### config.mk
export PLATFORM = sky130hd
export DESIGN_NAME = hmb_mailbox
export DESIGN_NICKNAME = d
export VERILOG_FILES = /design/src/rtl/hmb_pkg.sv /design/src/rtl/hmb_cmd_ctrl.sv /design/src/rtl/hmb_obuf.sv /design/src/rtl/hmb_ibuf.sv /design/src/rtl/hmb_mailbox.sv
export SDC_FILE = /design/constraint.sdc
export NUM_CORES = 1
export LEC_CHECK = 0
export BUFFER_PORTS_ARGS = -buffer_cell sky130_fd_sc_hd__buf_2
export CAP_MARGIN = 20
export CORE_MARGIN = 1.5
export CORE_UTILIZATION = 24
export CTS_CLUSTER_DIAMETER = 100
export CTS_CLUSTER_SIZE = 20
export DETAILED_ROUTE_END_ITERATION = 8
export PLACE_DENSITY = 0.41
export SYNTH_ARGS = -nofsm -noshare
export SYNTH_HDL_FRONTEND = slang
export SYNTH_HIERARCHICAL = 1
export SYNTH_SLANG_ARGS = --single-unit
### constraint.sdc
create_clock -name clk_i -period 1.87 [get_ports clk_i]
set_clock_uncertainty 0.1 [all_clocks]
set_input_delay 0.187 -clock clk_i [delete_from_list [all_inputs] [get_ports clk_i]]
set_output_delay 0.187 -clock clk_i [all_outputs]
set_load 0.005 [all_outputs]
### src/rtl/hmb_pkg.sv
package hmb_pkg;
  localparam int OFF_CMD  = 'h00;
  localparam int OFF_STAT = 'h04;
  localparam int OFF_OBUF = 'h80;
  localparam int OFF_IBUF = 'h90;
  localparam int IOC_BIT  = 8;
  localparam int CID_LSB  = 12;

  typedef struct packed {
    logic [7:0] rsvd_hi;
    logic [7:0] err_code;
    logic [7:0] init_id;
    logic [3:0] cid;
    logic [1:0] rsvd_lo;
    logic       err;
    logic       busy;
  } hmb_status_t;
endpackage

### src/rtl/hmb_cmd_ctrl.sv
module hmb_cmd_ctrl
  import hmb_pkg::*;
(
  input  logic        clk_i,
  input  logic        rst_ni,
  input  logic        cmd_we_i,
  input  logic [31:0] wdata_i,
  input  logic        done_i,
  input  logic        err_i,
  input  logic [7:0]  err_code_i,
  input  logic [7:0]  init_id_i,
  output logic        busy_o,
  output logic        doorbell_o,
  output logic        irq_o,
  output logic [31:0] cmd_word_o,
  output hmb_status_t status_o
);
  logic        busy_q, db_q, irq_q, err_q;
  logic [31:0] cmd_q;
  logic [7:0]  code_q, iid_q;
  logic        accept, finish;

  assign accept = cmd_we_i && !busy_q;
  assign finish = done_i && busy_q;

  always_ff @(posedge clk_i or negedge rst_ni) begin
    if (!rst_ni) begin
      busy_q <= 1'b0;
      db_q   <= 1'b0;
      irq_q  <= 1'b0;
      err_q  <= 1'b0;
      cmd_q  <= '0;
      code_q <= '0;
      iid_q  <= '0;
    end else begin
      db_q  <= accept;
      irq_q <= finish && cmd_q[IOC_BIT];
      if (accept) begin
        busy_q <= 1'b1;
        cmd_q  <= wdata_i;
        err_q  <= 1'b0;
        code_q <= '0;
        iid_q  <= '0;
      end else if (finish) begin
        busy_q <= 1'b0;
        err_q  <= err_i;
        code_q <= err_code_i;
        iid_q  <= init_id_i;
      end
    end
  end

  assign busy_o     = busy_q;
  assign doorbell_o = db_q;
  assign irq_o      = irq_q;
  assign cmd_word_o = cmd_q;

  always_comb begin
    status_o          = '0;
    status_o.busy     = busy_q;
    status_o.err      = err_q;
    status_o.cid      = cmd_q[CID_LSB +: 4];
    status_o.init_id  = iid_q;
    status_o.err_code = code_q;
  end

  p_accept_rings_r2: assert property (@(posedge clk_i) disable iff (!rst_ni)
    (cmd_we_i && !busy_o) |=> (doorbell_o && busy_o && cmd_word_o == $past(wdata_i)));
  p_doorbell_single_r2: assert property (@(posedge clk_i) disable iff (!rst_ni)
    doorbell_o |=> !doorbell_o);
  p_busy_write_ignored_r3: assert property (@(posedge clk_i) disable iff (!rst_ni)
    (cmd_we_i && busy_o) |=> ($stable(cmd_word_o) && !doorbell_o));
  p_done_releases_r4: assert property (@(posedge clk_i) disable iff (!rst_ni)
    (done_i && busy_o) |=> !busy_o);
  p_irq_needs_ioc_r5: assert property (@(posedge clk_i) disable iff (!rst_ni)
    irq_o |-> $past(done_i && busy_o && cmd_word_o[IOC_BIT]));
  p_idle_done_ignored_r11: assert property (@(posedge clk_i) disable iff (!rst_ni)
    (done_i && !busy_o && !cmd_we_i) |=> (!irq_o && $stable(status_o)));
endmodule

### src/rtl/hmb_obuf.sv
module hmb_obuf #(
  parameter int WORDS = 4,
  localparam int IDX_W = $clog2(WORDS)
) (
  input  logic                clk_i,
  input  logic                rst_ni,
  input  logic                we_i,
  input  logic                freeze_i,
  input  logic [IDX_W-1:0]    idx_i,
  input  logic [31:0]         wdata_i,
  output logic [WORDS*32-1:0] words_o
);
  for (genvar g = 0; g < WORDS; g++) begin : g_word
    logic [31:0] word_q;
    always_ff @(posedge clk_i or negedge rst_ni) begin
      if (!rst_ni)                                           word_q <= '0;
      else if (we_i && !freeze_i && idx_i == IDX_W'(g))      word_q <= wdata_i;
    end
    assign words_o[g*32 +: 32] = word_q;
  end

  p_obuf_frozen_r6: assert property (@(posedge clk_i) disable iff (!rst_ni)
    freeze_i |=> $stable(words_o));
endmodule

### src/rtl/hmb_ibuf.sv
module hmb_ibuf #(
  parameter int WORDS = 4,
  localparam int IDX_W = $clog2(WORDS)
) (
  input  logic             clk_i,
  input  logic             rst_ni,
  input  logic             wr_i,
  input  logic [IDX_W-1:0] wr_idx_i,
  input  logic [31:0]      wr_word_i,
  input  logic [IDX_W-1:0] rd_idx_i,
  input  logic [1:0]       rd_lane_i,
  input  logic             rd_byte_i,
  output logic [31:0]      rdata_o
);
  logic [31:0] mem_q [WORDS];

  for (genvar g = 0; g < WORDS; g++) begin : g_word
    always_ff @(posedge clk_i or negedge rst_ni) begin
      if (!rst_ni)                               mem_q[g] <= '0;
      else if (wr_i && wr_idx_i == IDX_W'(g))    mem_q[g] <= wr_word_i;
    end
  end

  logic [31:0] word;
  assign word    = mem_q[rd_idx_i];
  assign rdata_o = rd_byte_i ? {24'h0, word[8*rd_lane_i +: 8]} : word;

  p_rsp_lands_r7: assert property (@(posedge clk_i) disable iff (!rst_ni)
    wr_i |=> mem_q[$past(wr_idx_i)] == $past(wr_word_i));
endmodule

### src/rtl/hmb_mailbox.sv
module hmb_mailbox
  import hmb_pkg::*;
#(
  parameter int ADDR_W = 8,
  parameter int OBUF_WORDS = 4,
  parameter int IBUF_WORDS = 4,
  localparam int OB_IDX_W = $clog2(OBUF_WORDS),
  localparam int IB_IDX_W = $clog2(IBUF_WORDS)
) (
  input  logic                     clk_i,
  input  logic                     rst_ni,
  input  logic [ADDR_W-1:0]        addr_i,
  input  logic                     wr_en_i,
  input  logic [31:0]              wdata_i,
  input  logic                     rd_byte_i,
  output logic [31:0]              rdata_o,
  output logic                     host_irq_o,
  output logic                     doorbell_o,
  output logic [31:0]              cmd_word_o,
  output logic [OBUF_WORDS*32-1:0] obuf_o,
  input  logic                     done_i,
  input  logic                     err_i,
  input  logic [7:0]               err_code_i,
  input  logic [7:0]               init_id_i,
  input  logic                     rsp_we_i,
  input  logic [IB_IDX_W-1:0]      rsp_idx_i,
  input  logic [31:0]              rsp_word_i
);
  localparam int OB_TAG_W = ADDR_W - OB_IDX_W - 2;
  localparam int IB_TAG_W = ADDR_W - IB_IDX_W - 2;

  // buffers are decoded by tag, so each base is aligned to its own size
  logic cmd_hit, stat_hit, obuf_hit, ibuf_hit;
  assign cmd_hit  = addr_i == ADDR_W'(OFF_CMD);
  assign stat_hit = addr_i == ADDR_W'(OFF_STAT);
  assign obuf_hit = addr_i[ADDR_W-1 -: OB_TAG_W] == OB_TAG_W'(OFF_OBUF >> (OB_IDX_W + 2));
  assign ibuf_hit = addr_i[ADDR_W-1 -: IB_TAG_W] == IB_TAG_W'(OFF_IBUF >> (IB_IDX_W + 2));

  logic        busy;
  hmb_status_t status;
  logic [31:0] ibuf_rdata;

  hmb_cmd_ctrl u_ctrl (
    .clk_i      (clk_i),
    .rst_ni     (rst_ni),
    .cmd_we_i   (wr_en_i && cmd_hit),
    .wdata_i    (wdata_i),
    .done_i     (done_i),
    .err_i      (err_i),
    .err_code_i (err_code_i),
    .init_id_i  (init_id_i),
    .busy_o     (busy),
    .doorbell_o (doorbell_o),
    .irq_o      (host_irq_o),
    .cmd_word_o (cmd_word_o),
    .status_o   (status)
  );

  hmb_obuf #(.WORDS(OBUF_WORDS)) u_obuf (
    .clk_i    (clk_i),
    .rst_ni   (rst_ni),
    .we_i     (wr_en_i && obuf_hit),
    .freeze_i (busy),
    .idx_i    (addr_i[OB_IDX_W+1:2]),
    .wdata_i  (wdata_i),
    .words_o  (obuf_o)
  );

  hmb_ibuf #(.WORDS(IBUF_WORDS)) u_ibuf (
    .clk_i     (clk_i),
    .rst_ni    (rst_ni),
    .wr_i      (rsp_we_i),
    .wr_idx_i  (rsp_idx_i),
    .wr_word_i (rsp_word_i),
    .rd_idx_i  (addr_i[IB_IDX_W+1:2]),
    .rd_lane_i (addr_i[1:0]),
    .rd_byte_i (rd_byte_i),
    .rdata_o   (ibuf_rdata)
  );

  always_comb begin
    rdata_o = '0;
    if (stat_hit)      rdata_o = status;
    else if (ibuf_hit) rdata_o = ibuf_rdata;
  end

  p_wo_read_zero_r8: assert property (@(posedge clk_i) disable iff (!rst_ni)
    (cmd_hit || obuf_hit) |-> rdata_o == '0);
endmodule

==> results.cfg <==
[clock_tree]
h-tree-depth = 1
cts.sinks = 308
cts_root_buf = clkbuf_16
clock_path_buffers = 3
insertion_delay_ns = 0.53
clkTransAtPathRegs_ns = 0.08
cts_tree = built
cts_inserted_buffers = 23

[yosys]
netlist_area_sq_um = 14600
synth_ff_type = dfrtp_1
synth-seq-cells = 308
synth.distinct_cells = 47
synth_common_cells = 308 x dfrtp_1, 229 x mux2_2, 71 x inv_1
synth_edf_count = 0
syn-mean-instance-area_sq_um = 15.0
synth_top_area_cell = dfrtp_1
yosys_warnings = 6
synth_top_area_share_pct = 52.8
synth_cells = 973
async_reset_ff_share_pct = 100
ys_seq_area_share_pct = 52.8
synth_area_leaders = dfrtp_1 53%, mux2_2 18%, mux4_2 4.0%, mux2_4 3.8%, o32ai_2 3.2%
synth.most_common_cell = dfrtp_1

[die]
die_h_um = 250
ios = 291
rows = 90
fp.coreArea_sq_um = 60200
die_w_um = 250
dieArea_sq_um = 62300
start_util_pct = 24.2

[sta]
timing.fmax_mhz = 411
worstMarginPinSlew_ns = 0.547
finalSetupViolCount = 32
period_needed_ns = 2.43
setup_ws_ns = -0.561
finalHoldViolations = 0
period_share_pct = 130
fin_setup_tns_ns = -11.85
slew_headroom_pct = 63.4
drv_slew = 0
rsz0062_at_grt = true

[place]
hpwl_mm = 33.7
place_congestion = 0.757
portBuffers = 290
place_ws_ns = -0.546

[setup_path]
worstPathArrival_ns = 2.14
timing.rr.start = u_ctrl/busy_o$_DFFE_PN0P_
crit_fanout = 2
crit_start = u_ibuf/mem_q[5]$_DFFE_PN0P_
r2r_end = u_obuf/g_word[2].word_q[28]$_DFFE_PN0P_
r2r_cells = 3
cp-end-kind = output port
required_ns = 1.58
critical_path.endpoint = rdata_o[5]
r2r_slack_ns = 0.10
critPathLaunchType = register
critPathKind = reg2out

[global_routing]
overflow = 0
grt_pass1_vias = 10306
grt_pass1_wl_mm = 69.9
grt_max_degree = 47
antenna_found_initial = 5
grtUsageTotal_pct = 14.7

[outcome]
status = finished, violations left
violations = negative setup slack

[power_and_ir_drop]
total_power_w = 0.0175
p_per_area_nw_per_um2 = 906
p_leak_nw = 9.14
irDropWorstVdd_mv = 0.627

[routing]
drt-wirelength-per-cell_um = 21.0
dr.pass1.iters = 4
num_vias = 9573
drcViolationCount = 0
first_iter_violations = 375
drt-vias-per-instance = 4.37
wl_mm = 46.0
final_antenna_net_count = 0

[layout]
drive_gt1_share_pct = 59.0
final_nets = 1493
area_growth_pct = 32.6
fill_cells = 6018

[job]
maxCapViolCount = 0

[min_path]
hp-class = in2async
[kinds of logic after synthesis]
logic type / after synthesis / synth area share (%)
other: 1 / 0.0257
multiplexers: 369 / 31.7
flip-flops: 308 / 52.8
AO/OA/AOI/OAI: 82 / 6.42
buffers and inverters: 158 / 6.34
AND/OR/NAND/NOR: 55 / 2.70
[report_power, final]
part	total [W]	internal, W	switching [W]
logic	0.00400	0.00228	0.00172
registers	0.00839	0.00773	0.000662
clock network	0.00514	0.00250	0.00264
total	0.0175	0.0125	0.00502
[worst max-delay path, cell delays in order (launching register included)]
cell and delay, ns:
dfrtp_1 0.38, mux4_2 0.52, inv_2 0.09, a2bb2oi_2 0.12, o221ai_1 0.11, inv_1 0.08, o32ai_2 0.11, buf_2 0.17
[layout by cell type, fill, tap and decap left out, types with 3 or more instances in the layout]
cell           count
dfrtp_1          308
a22oi_1           16
nand4_1            8
clkbuf_16         23
buf_6              9
mux2_4            37
nor2b_4           21
inv_1             42
buf_12            24
dlygate4sd3_1     82
conb_1            10
a22o_1            17
mux2i_1           32
mux2_1            39
o32ai_2           27
nor2b_1            6
inv_2             28
buf_4             70
o221ai_1           6
mux2_2           229
inv_6              4
o32ai_4            3
buf_2            289
a2bb2oi_2          8
mux4_2            32
[repair_timing]
item                       4_1_cts  5_1_grt
hold buffers                    82        0
hold endpoints to repair       613        0
resized for setup               74       24
setup buffers                    3        4
setup endpoints to repair       32       50
gates cloned                     0        0
pin swaps                        6        1
[state kept, by name (all words and copies together), names as in the netlist]
signal                flops
u_ctrl/irq_o              1
u_ibuf/mem_q            128
u_ctrl/iid_q              8
u_obuf/g_word.word_q    128
u_ctrl/err_q              1
u_ctrl/doorbell_o         1
u_ctrl/busy_o             1
u_ctrl/code_q             8
u_ctrl/cmd_word_o        32
[stage by stage]
step	std cells	cell area, sq um	utilization (%)	hold WS [ns]
3_3_place_gp	2068	17500	29.1	0.0358
6_report	2190	19400	32.1	0.0336
4_1_cts	2184	19300	32.0	0.0111
5_1_grt	2189	19400	32.1	0.0379
2_1_floorplan	982	14700	-	-0.209
3_5_place_dp	2068	17500	29.1	0.0280
[routing by layer]
metal / vias to the layer above / wire length (um) / track usage, %
met4: 6 / 674 / 2.79
met2: 200 / 21600 / 24.0
met1: 4969 / 21700 / 20.4
li1: 4358 / - / -
met3: 40 / 1960 / 2.71
met5: - / 40 / 0
[worst min path at each step]
stage | start | end | slack [ns] | depth (start not counted)
after detailed placement | rst_ni | u_ctrl/cmd_word_o[9]$_DFFE_PN0P_ | 0.03 | 1
final | rst_ni | u_ctrl/cmd_word_o[9]$_DFFE_PN0P_ | 0.03 | 2
after CTS | rst_ni | u_ctrl/cmd_word_o[9]$_DFFE_PN0P_ | 0.01 | 2
after global placement | rst_ni | u_ctrl/cmd_word_o[9]$_DFFE_PN0P_ | 0.04 | 1
after global routing | rst_ni | u_ctrl/cmd_word_o[9]$_DFFE_PN0P_ | 0.04 | 2
after floorplan | rst_ni | u_ctrl/busy_o$_DFFE_PN0P_ | -0.21 | 0
[cell type report]
type | count | area (sq um) | area share, %
clock inverter | 11 | 138 | 0.711
antenna | 2 | 5.00 | 0.0258
inverter | 72 | 278 | 1.43
tap | 782 | 978 | 5.05
sequential | 308 | 7710 | 39.8
timing repair buffer | 475 | 3390 | 17.5
multi-input combinational | 516 | 6280 | 32.4
clock buffer | 24 | 589 | 3.04
Power figures use the tool's default switching activity.
